===== config.mk =====
export PLATFORM = sky130hd
export DESIGN_NAME = mfm_write_formatter
export DESIGN_NICKNAME = d
export VERILOG_FILES = /design/src/rtl/mfm_fmt_pkg.sv /design/src/rtl/mfm_sync_seq.sv /design/src/rtl/mfm_cell_encoder.sv /design/src/rtl/mfm_precomp.sv /design/src/rtl/mfm_write_formatter.sv
export SDC_FILE = /design/constraint.sdc
export NUM_CORES = 1
export LEC_CHECK = 0
export CAP_MARGIN = 20
export CORE_MARGIN = 3
export CORE_UTILIZATION = 59
export CTS_BUF_LIST = sky130_fd_sc_hd__clkbuf_16
export DETAILED_ROUTE_END_ITERATION = 8
export PLACE_DENSITY = 0.88
export SYNTH_ARGS = -nofsm -noshare
export SYNTH_HDL_FRONTEND = slang
export SYNTH_SLANG_ARGS = --single-unit

===== constraint.sdc =====
create_clock -name clk -period 3.9 [get_ports clk]
set_input_delay 0.39 -clock clk [delete_from_list [all_inputs] [get_ports clk]]
set_output_delay 0.39 -clock clk [all_outputs]
set_load 0.05 [all_outputs]

===== src/rtl/mfm_fmt_pkg.sv =====
package mfm_fmt_pkg;

    typedef enum logic [1:0] {
        ST_IDLE = 2'd0,
        ST_SYNC = 2'd1,
        ST_DATA = 2'd2
    } fmt_state_e;

    typedef struct packed {
        logic cur_bit;
        logic prev_bit;
        logic underflow;
    } enc_regs_t;

endpackage


===== src/rtl/mfm_sync_seq.sv =====
module mfm_sync_seq
    import mfm_fmt_pkg::*;
#(
    parameter int SYNC_CELLS = 192
) (
    input  logic clk,
    input  logic rst_n,
    input  logic start,
    input  logic half_en,
    output logic active,
    output logic in_data,
    output logic phase
);
    localparam int CW = $clog2(SYNC_CELLS);

    typedef struct packed {
        fmt_state_e    state;
        logic          phase;
        logic [CW-1:0] cnt;
    } seq_regs_t;

    seq_regs_t r_q, r_d;

    always_comb begin
        r_d = r_q;
        if (start) begin
            r_d.state = ST_SYNC;
            r_d.phase = 1'b0;
            r_d.cnt   = '0;
        end else if (half_en && r_q.state != ST_IDLE) begin
            r_d.phase = ~r_q.phase;
            if (r_q.phase && r_q.state == ST_SYNC) begin
                if (r_q.cnt == CW'(SYNC_CELLS - 1)) begin
                    r_d.state = ST_DATA;
                end else begin
                    r_d.cnt = r_q.cnt + 1'b1;
                end
            end
        end
    end

    always_ff @(posedge clk) begin
        if (!rst_n) begin
            r_q <= '{state: ST_IDLE, phase: 1'b0, cnt: '0};
        end else begin
            r_q <= r_d;
        end
    end

    assign active  = (r_q.state != ST_IDLE);
    assign in_data = (r_q.state == ST_DATA);
    assign phase   = r_q.phase;

    // Data phase is entered only after the last sync cell
    assert_sync_done_R2: assert property (@(posedge clk) disable iff (!rst_n)
        $rose(in_data) |-> $past(r_q.cnt) == CW'(SYNC_CELLS - 1));

    // A restart always returns to the sync field at a clock slot
    assert_restart_R8: assert property (@(posedge clk) disable iff (!rst_n)
        start |=> (!in_data && !phase && active));

    // Once in data phase it stays there until a restart
    assert_data_hold_R3: assert property (@(posedge clk) disable iff (!rst_n)
        (in_data && !start) |=> in_data);
endmodule


===== src/rtl/mfm_cell_encoder.sv =====
module mfm_cell_encoder
    import mfm_fmt_pkg::*;
(
    input  logic clk,
    input  logic rst_n,
    input  logic start,
    input  logic step,
    input  logic phase,
    input  logic in_data,
    input  logic fifo_bit,
    input  logic fifo_valid,
    output logic fifo_ready,
    output logic slot_pulse,
    output logic underflow
);
    enc_regs_t r_q, r_d;
    logic      take_bit;
    logic      new_bit;

    always_comb begin
        r_d        = r_q;
        fifo_ready = step && !phase && in_data;
        take_bit   = fifo_ready && fifo_valid;
        new_bit    = take_bit ? fifo_bit : 1'b0;
        slot_pulse = 1'b0;
        if (start) begin
            r_d = '0;
        end else if (step) begin
            if (!phase) begin
                slot_pulse = !new_bit && !r_q.prev_bit;
                r_d.cur_bit = new_bit;
                if (fifo_ready && !fifo_valid) begin
                    r_d.underflow = 1'b1;
                end
            end else begin
                slot_pulse = r_q.cur_bit;
                r_d.prev_bit = r_q.cur_bit;
            end
        end
    end

    always_ff @(posedge clk) begin
        if (!rst_n) begin
            r_q <= '0;
        end else begin
            r_q <= r_d;
        end
    end

    assign underflow = r_q.underflow;

    // A missing bit at request time raises the flag
    assert_uf_set_R7: assert property (@(posedge clk) disable iff (!rst_n)
        (fifo_ready && !fifo_valid) |=> underflow);

    // The flag is sticky until a new sector
    assert_uf_sticky_R7: assert property (@(posedge clk) disable iff (!rst_n)
        (underflow && !start) |=> underflow);

    // No bit is requested while the sync field runs
    assert_no_req_sync_R2: assert property (@(posedge clk) disable iff (!rst_n)
        !in_data |-> !fifo_ready);
endmodule


===== src/rtl/mfm_precomp.sv =====
module mfm_precomp #(
    parameter int REACH = 4
) (
    input  logic clk,
    input  logic rst_n,
    input  logic start,
    input  logic step,
    input  logic slot_in,
    output logic wr_pulse,
    output logic pc_early,
    output logic pc_late
);
    localparam int WIN    = 2 * REACH + 1;
    localparam int CENTER = REACH;
    localparam int DW     = $clog2(REACH + 2);

    typedef struct packed {
        logic [WIN-1:0] win;
    } pc_regs_t;

    pc_regs_t       r_q, r_d;
    logic [DW-1:0]  dist_next;
    logic [DW-1:0]  dist_prev;

    always_comb begin
        r_d = r_q;
        if (start) begin
            r_d.win = '0;
        end else if (step) begin
            r_d.win = {r_q.win[WIN-2:0], slot_in};
        end
    end

    always_ff @(posedge clk) begin
        if (!rst_n) begin
            r_q <= '0;
        end else begin
            r_q <= r_d;
        end
    end

    // Nearest later pulse sits at lower indices, earlier pulse at higher ones
    always_comb begin
        dist_next = DW'(REACH + 1);
        dist_prev = DW'(REACH + 1);
        for (int i = REACH; i >= 1; i--) begin
            if (r_q.win[CENTER - i]) dist_next = DW'(i);
            if (r_q.win[CENTER + i]) dist_prev = DW'(i);
        end
    end

    assign wr_pulse = r_q.win[CENTER];
    assign pc_late  = wr_pulse && (dist_next < dist_prev);
    assign pc_early = wr_pulse && (dist_next > dist_prev);

    assert_one_side_R6: assert property (@(posedge clk) disable iff (!rst_n)
        !(pc_early && pc_late));

    assert_shift_needs_pulse_R6: assert property (@(posedge clk) disable iff (!rst_n)
        (pc_early || pc_late) |-> wr_pulse);

    // Output only moves on an enable or a restart
    assert_hold_R5: assert property (@(posedge clk) disable iff (!rst_n)
        !$past(step) && !$past(start) |-> $stable(wr_pulse));
endmodule


===== src/rtl/mfm_write_formatter.sv =====
module mfm_write_formatter #(
    parameter int SYNC_WORDS = 12,
    parameter int WORD_BITS  = 16,
    parameter int PC_REACH   = 4
) (
    input  logic clk,
    input  logic rst_n,
    input  logic sector_start,
    input  logic half_en,
    input  logic fifo_bit,
    input  logic fifo_valid,
    output logic fifo_ready,
    output logic wr_pulse,
    output logic pc_early,
    output logic pc_late,
    output logic underflow
);
    localparam int SYNC_CELLS = SYNC_WORDS * WORD_BITS;

    logic active;
    logic in_data;
    logic phase;
    logic step;
    logic slot_pulse;

    assign step = half_en && active && !sector_start;

    mfm_sync_seq #(.SYNC_CELLS(SYNC_CELLS)) u_seq (
        .clk     (clk),
        .rst_n   (rst_n),
        .start   (sector_start),
        .half_en (half_en),
        .active  (active),
        .in_data (in_data),
        .phase   (phase)
    );

    mfm_cell_encoder u_enc (
        .clk        (clk),
        .rst_n      (rst_n),
        .start      (sector_start),
        .step       (step),
        .phase      (phase),
        .in_data    (in_data),
        .fifo_bit   (fifo_bit),
        .fifo_valid (fifo_valid),
        .fifo_ready (fifo_ready),
        .slot_pulse (slot_pulse),
        .underflow  (underflow)
    );

    mfm_precomp #(.REACH(PC_REACH)) u_pc (
        .clk      (clk),
        .rst_n    (rst_n),
        .start    (sector_start),
        .step     (step),
        .slot_in  (slot_pulse),
        .wr_pulse (wr_pulse),
        .pc_early (pc_early),
        .pc_late  (pc_late)
    );

    // Idle block never requests data
    assert_idle_quiet_R1: assert property (@(posedge clk) disable iff (!rst_n)
        !active |-> (!fifo_ready && !wr_pulse));
endmodule


==> results of run 1 <==
report_power, final:
| group | internal, mW | total (mW) | switching [mW] |
|---|---|---|---|
| clock | 0.138 | 0.216 | 0.0786 |
| sequential | 0.237 | 0.239 | 0.00270 |
| combinational | 0.0110 | 0.0232 | 0.0122 |
| total | 0.385 | 0.479 | 0.0935 |
area by class of cell:
type                    count  area [µm²]  share of cell area [%]
inverters                   4        15.0                    1.14
well taps                  25        31.3                    2.37
clock inverters             1        5.00                   0.379
flip-flops and latches     23         460                    34.9
multi-input cells          98         626                    47.4
clock buffers               3        75.1                    5.69
repair buffers             11         108                    8.15
routing by layer:
metal  vias to the layer above  wire length [µm]  GRT usage, %
li1                        474                 -             -
met5                         -                 0             0
met3                         0                56          6.95
met1                       433               999          24.5
met2                        16              1030          34.2
met4                         0                 0          4.61
through the flow:
stage	setup slack [ps]	utilization (%)
2_1_floorplan	1750	-
3_3_place_gp	1450	70.3
3_5_place_dp	1390	70.3
4_1_cts	1090	74.8
5_1_grt	964	74.8
6_report	1100	74.8
worst register-to-register path: stages, from the launching register on:
cell and delay (ps):
sky130_fd_sc_hd__dfxtp_1 380, sky130_fd_sc_hd__ha_1 200, sky130_fd_sc_hd__nand3_1 190, sky130_fd_sc_hd__o21ai_1 300, sky130_fd_sc_hd__mux2i_1 260, sky130_fd_sc_hd__nor2_1 50
worst max path at each step:
stage,start,cells past startpoint,end,slack [ps]
after floorplan,u_pc.r_q[7],5,pc_late,1750
after global placement,u_pc.r_q[7],6,pc_early,1450
after detailed placement,u_pc.r_q[7],6,pc_early,1390
after CTS,u_pc.r_q[7],6,pc_early,1090
after global routing,u_pc.r_q[2],8,pc_late,960
final,u_pc.r_q[7],6,pc_early,1100
logic make-up after synthesis:
group	count (synthesis)	synth area share [%]
simple gates	59	27.8
mux	9	8.07
buf+inv	7	2.69
fa+ha+maj	4	4.48
flops	23	41.3
xor+xnor	6	4.71
compound gates	20	11.0
flip-flops by register name (all words and copies together) (netlist names):
register / cells
u_enc.underflow: 1
u_pc.r_q: 9
u_enc.r_q: 2
u_seq.r_q: 10
u_seq.phase: 1
Yosys cell counts, drive strengths merged:
| library cell | number | area [µm²] |
|---|---|---|
| or2 | 1 | 6.26 |
| nor4 | 1 | 6.26 |
| and4b | 2 | 21.3 |
| nand2 | 4 | 15.0 |
| o21ai | 6 | 30.0 |
| and3 | 4 | 30.0 |
| nor3 | 4 | 20.0 |
| xnor2 | 1 | 8.76 |
| and4 | 2 | 17.5 |
| o211ai | 2 | 15.0 |
| a2bb2oi | 1 | 8.76 |
| mux2i | 9 | 90.1 |
| nor2 | 28 | 105 |
| inv | 4 | 15.0 |
| o21bai | 2 | 15.0 |
| dfxtp | 23 | 460 |
| a21oi | 7 | 35.0 |
| or3 | 1 | 6.26 |
| nand3 | 4 | 20.0 |
| nand4b | 2 | 17.5 |
| a311o | 1 | 10.0 |
| xor2 | 5 | 43.8 |
| clkbuf | 1 | 3.75 |
| o2111ai | 1 | 8.76 |
| buf | 2 | 11.3 |
| nor2b | 3 | 26.3 |
| nand2b | 3 | 18.8 |
| ha | 4 | 50.1 |
==> impl_summary.log, run 1 <==
INFO  metric setup-tns-final = 0 ps
INFO  metric place_congestion = around 0.78
INFO  metric worstSkewPairLatency = approximately 250 ps
INFO  metric cp.buffers_inverters = 1
INFO  metric maxClockFrequency = 357 MHz
INFO  metric stdcell_area = between 0.001 and 0.0015 mm²
INFO  metric power_density = 363 mW/mm²
INFO  metric antenna_diode_count = 0
INFO  metric critical_path.slowest_cell = sky130_fd_sc_hd__clkdlybuf4s50_1
INFO  metric postPlaceCellArea = between 0.001 and 0.0015 mm²
INFO  metric timing.final.crit_period = approximately 2800 ps
INFO  metric design.portCount = 11
INFO  metric cts-buffers-inserted = 3
INFO  metric core_rows = 15
INFO  metric outcome = complete, no violations
INFO  metric worstSetupPathType = register to primary output
INFO  metric cts_num_sinks = 23
INFO  metric htree_num_levels = 1
INFO  metric dr_total_vias = 923
INFO  metric nNetsFinal = about 150
INFO  metric initialDrtViolationCount = 19
INFO  metric finClkSkew = between 5 and 6 ps
INFO  metric area.growth.synth_to_final = 18.3%
INFO  metric report.final.setup_viol = 0
INFO  metric yosys.cell_types.count = 33
INFO  metric final.hold.worst_slack = roughly 480 ps
INFO  metric mostFrequentLayoutCell = sky130_fd_sc_hd__nor2_1
INFO  metric worst_hold_path.num_cells = 2
INFO  metric synthesis.area_per_instance = just under 9 µm²
INFO  metric dieWidth = ~50 µm
INFO  metric number_of_cell_instances_on_the_worst_register_to_register_path = 5
INFO  metric crit_path_start_kind = register
INFO  metric layout-drive-gt1-share = under 10%
INFO  metric critPathCaptureType = primary output
INFO  metric timing.critical_path.max_delay_family = buffers and inverters
INFO  metric post-place-cells = around 160
INFO  metric via_count_of_the_first_global_routing_pass = around 900
INFO  metric power.total = about 0.48 mW
INFO  metric ys.warnings.count = 0
INFO  metric synth.cell_area = 0.00112 mm²
INFO  metric drt_first_pass_iters = 4
INFO  metric worst_setup_hold_path_clk_slew = around 60 ps
INFO  metric stdcell_count = between 150 and 200
INFO  metric worst_slew_pin_slew = 824 ps
INFO  metric cts_tree = built
INFO  metric cts.root.buffer_cell = sky130_fd_sc_hd__clkbuf_16
INFO  metric timing.final.crit_share = between 70% and 80%
INFO  metric reg2reg_to = u_seq.r_q[1]
INFO  metric remaining_drc_errors = 0
INFO  metric post_synth_inst_count = ~130
INFO  metric cts_hold_buffers = 0
INFO  metric worst-endpoint-arrival = between 2000 and 2500 ps
INFO  metric power.leakage = 0.525 nW
INFO  metric drtAntennaViolNets = 0
INFO  metric grt_max_degree = 23
INFO  metric path_cells = or3_1 > ha_1 > o21ai_0 > nand2b_1 > and3_1 > clkdlybuf4s50_1
INFO  metric cts.repair.resized = 0
INFO  metric floorplan.initialDensity = a little over three fifths
INFO  metric final.fill_count = roughly 140
INFO  metric overflow = 0
INFO  metric dpl.hpwl = 1.47 mm
INFO  metric post_synthesis_sequential_element_count = 23
INFO  metric cp_slowest_stage_delay = between 700 and 800 ps
INFO  metric timing.max_cap.violations = 0
INFO  metric cts.repair_timing.setup_buffer_count = 0
INFO  metric reg2reg_setup_slack = 2380 ps
INFO  metric design.die.area = ~0.0024 mm²
INFO  metric first_pass_grt_wire_length = just under 4 mm
INFO  metric core_area = approximately 0.0018 mm²
INFO  metric vias_per_cell = approximately 5.6
INFO  metric seq_area_frac_synth = about two fifths
INFO  metric critPathMaxFanout = 5
INFO  metric global_route.usage.total = 20.1%
INFO  metric die_h = a little under 50 µm
INFO  metric rsz0062_at_grt = false
INFO  metric route.final.wire_length = around 2.1 mm
INFO  metric postSynthNetCount = approximately 140
INFO  metric min_from = u_enc.underflow
INFO  metric reg2reg_from = u_seq.r_q[0]
INFO  metric slew_violations = 0
INFO  metric hold_path_end = u_enc.underflow
INFO  metric timing.final.hold_violations = 0
INFO  metric worst_slew_margin_rel = 45.1%
INFO  metric ir_drop = ~350 µV
INFO  metric mostFrequentLayoutCells = sky130_fd_sc_hd__nor2_1, sky130_fd_sc_hd__dfxtp_1, sky130_fd_sc_hd__clkdlybuf4s50_1
INFO  metric hold_class = register to register
INFO  metric antenna_found_initial = 0
INFO  metric io_buffers = 10
INFO  metric cp_data_required_time = approximately 3500 ps
INFO  metric cts.path.max_buffers = 2
INFO  metric routedWlPerCell = approximately 13 µm
(Power assumes the default switching activity.)
==> inputs of run 2 (changes only) <==
- CORE_ASPECT_RATIO: unset -> 1.5
- CORE_UTILIZATION: 59 -> 54
- PLACE_DENSITY: 0.88 -> 0.82
- clock period: 3.9 -> 2.79 ns (I/O delays scaled with it)
==> run 2 against run 1 <==
Compared with the run above: sequential share of layout area up 0.066 points; clock power rose by 42%; global-route usage decreased by 1.2 points; clock skew down 3.4 ps; cell area shrank 0.19%; wire length increased by 1.3%; die area up 8.6%; register-to-register slack worse by 1000 ps; combinational power up 38%; non-clock buffer count unchanged; sequential power grew 40%; utilization down 5.5 points; largest power group unchanged; highest routed layer is now met4.
==> impl_summary.log, run 2 (synthesis gave the netlist of run 1 again) <==
INFO  metric outcome = complete, no violations
INFO  metric overflow = 0 (unchanged)
INFO  metric final.fill_count = 159 (+11%)
INFO  metric dr_total_vias = 913 (-1.1%)
INFO  metric worst-endpoint-arrival = 2380 ps (-30 ps)
INFO  metric mostFrequentLayoutCells = sky130_fd_sc_hd__nor2_1, sky130_fd_sc_hd__dfxtp_1, sky130_fd_sc_hd__mux2i_1, sky130_fd_sc_hd__clkdlybuf4s50_1, sky130_fd_sc_hd__a21oi_1
INFO  metric cts.repair_timing.setup_buffer_count = 0 (unchanged)
INFO  metric biggestRegsByFlops = u_seq.r_q: 10 flops, u_pc.r_q: 9 flops, u_enc.r_q: 2 flops
INFO  metric cp_data_required_time = 2510 ps (-1000 ps)
INFO  metric routed-wl-met2 = 1.15 mm (+12%)
INFO  metric power.leakage = 0.543 nW (+3.6%)
INFO  metric area.growth.synth_to_final = 18.0%
INFO  metric maxClockFrequency = 376 MHz
INFO  metric route.final.wire_length = 2.11 mm (+1.3%)
INFO  metric dieWidth = 43.1 µm (-13%)
INFO  metric grt_max_degree = 23 (unchanged)
INFO  metric layout-drive-gt1-share = 6.43% (unchanged)
INFO  metric cts_hold_buffers = 0 (unchanged)
INFO  metric reg2reg_setup_slack = 1330 ps (-1050 ps)
INFO  metric drt_first_pass_iters = 4 (unchanged)
INFO  metric cts.path.max_buffers = 2 (unchanged)
INFO  metric highest_signal_layer_in_the_routed_design = met4
INFO  metric cts.root.buffer_cell = sky130_fd_sc_hd__clkbuf_16
INFO  metric core_area = 0.00190 mm² (+7.8%)
INFO  metric cts-buffers-inserted = 3 (unchanged)
INFO  metric remaining_drc_errors = 0 (unchanged)
INFO  metric design.die.area = 0.00266 mm² (+8.6%)
INFO  metric ir_drop = 430 µV (+23%)
INFO  metric routedWlPerCell = 13.1 µm (+3.8%)
INFO  metric io_buffers = 10 (unchanged)
INFO  metric setup-tns-final = 0 ps (unchanged)
INFO  metric cts_num_sinks = 23 (unchanged)
INFO  metric design.portCount = 11 (unchanged)
INFO  metric detailroute.wirelength.met3 = 33 µm (-41%)
INFO  metric timing.final.hold_violations = 0 (unchanged)
INFO  metric finClkSkew = 1.90 ps (-3.37 ps)
INFO  metric place_congestion = 0.731 (-5.8%)
INFO  metric critPathMaxFanout = 5 (unchanged)
INFO  metric final.hold.worst_slack = 477 ps (+1.36 ps)
INFO  metric timing.max_cap.violations = 0 (unchanged)
INFO  metric core_rows = 19 (+4)
INFO  metric via_count_of_the_first_global_routing_pass = 932 (+2.4%)
INFO  metric htree_num_levels = 1 (unchanged)
INFO  metric largest_register_ffs = 10 (unchanged)
INFO  metric timing.final.crit_period = roughly 2700 ps
INFO  metric worst_slew_pin_slew = 854 ps (+30.2 ps)
INFO  metric antenna_found_initial = 0 (unchanged)
INFO  metric power_density = 511 mW/mm² (+41%)
INFO  metric vias_per_cell = 5.67 (+1.4%)
INFO  metric floorplan.initialDensity = 58.7% (-4.6 points)
INFO  metric worstSetupPathType = register to primary output
INFO  metric worst_setup_hold_path_clk_slew = 60 ps (about the same)
INFO  metric report.final.setup_viol = 0 (unchanged)
INFO  metric initialDrtViolationCount = 24 (+5)
INFO  metric crit_path_start_kind = register
INFO  metric dpl.hpwl = 1.51 mm (+2.7%)
INFO  metric timing.final.crit_share = between 90% and 100%
INFO  metric largest-register = u_seq.r_q
INFO  metric met1Wirelength = 886 µm (-11%)
INFO  metric power.total = 0.673 mW (+41%)
INFO  metric cts_tree = built
INFO  metric slew_violations = 0 (unchanged)
INFO  metric stdcell_area = 0.00132 mm² (-0.19%)
INFO  metric worst_slew_margin_rel = 43.1% (-2.0 points)
INFO  metric worstSkewPairLatency = 250 ps (about the same)
INFO  metric rsz0062_at_grt = false
INFO  metric antenna_diode_count = 0 (unchanged)
INFO  metric drtAntennaViolNets = 0 (unchanged)
INFO  metric postPlaceCellArea = 0.00123 mm² (-0.40%)
INFO  metric first_pass_grt_wire_length = 3.80 mm (-2.8%)
INFO  metric hold_class = register to register
INFO  metric global_route.usage.total = 18.9% (-1.2 points)
INFO  metric mostFrequentLayoutCell = sky130_fd_sc_hd__nor2_1
INFO  metric nNetsFinal = 151 (unchanged)
INFO  metric critPathCaptureType = primary output
INFO  metric die_h = 61.7 µm (+25%)
run 2: cell types whose count changed in the layout (fill, tap and decap cells not counted), sizes merged:
| cell | delta |
|---|---|
| clkdlybuf4s50 | -1 |
| dlymetal6s2s | +1 |
run 2: worst paths after layout:
path	from	cells after the start	to
setup / recovery	u_pc.r_q[7]	6	pc_late
hold / removal	u_enc.underflow	2	u_enc.underflow
setup reg to reg	u_seq.r_q[0]	5	u_seq.r_q[1]
hold reg to reg	u_enc.underflow	2	u_enc.underflow
run 2: cell type report:
class	instances	area, µm²	share of cell area (%)
Clock buffer	3	75.1	5.70
Clock inverter	1	5.00	0.380
Inverter	4	15.0	1.14
Multi-Input combinational cell	98	626	47.5
Sequential cell	23	460	34.9
Tap cell	21	26.3	1.99
Timing Repair Buffer	11	110	8.36
run 2: worst max-delay path, cell delays in order (launching register included):
cell	delay (ps)
sky130_fd_sc_hd__dfxtp_1	350
sky130_fd_sc_hd__or3_1	380
sky130_fd_sc_hd__ha_1	300
sky130_fd_sc_hd__o21ai_0	90
sky130_fd_sc_hd__nand2b_1	100
sky130_fd_sc_hd__nor2_1	90
sky130_fd_sc_hd__clkdlybuf4s50_1	810
run 2: what timing repair did:
action                                  CTS  global route
gates resized for setup                   0             1
hold endpoints to repair                  0             0
endpoints found under the setup margin    0             1
run 2: per-stage QoR:
stage	util, %	worst slack [ps]	instances
global route	69.3	0.469	161
floorplan	-	753	128
finish	69.3	132	161
detailed placement	64.9	368	157
CTS	69.1	80.7	161
global placement	64.9	443	157
run 2: power breakdown:
part | internal [mW] | switching (mW)
sequential | 0.331 | 0.00337
combinational | 0.0153 | 0.0168
clock | 0.193 | 0.114
run 2: layer usage:
metal  vias to the layer above  global-route usage, %
met5                         -                      0
met1                       428                   20.4
met2                        10                   34.2
met3                         4                   2.92
li1                        471                      -
met4                         0                   11.6
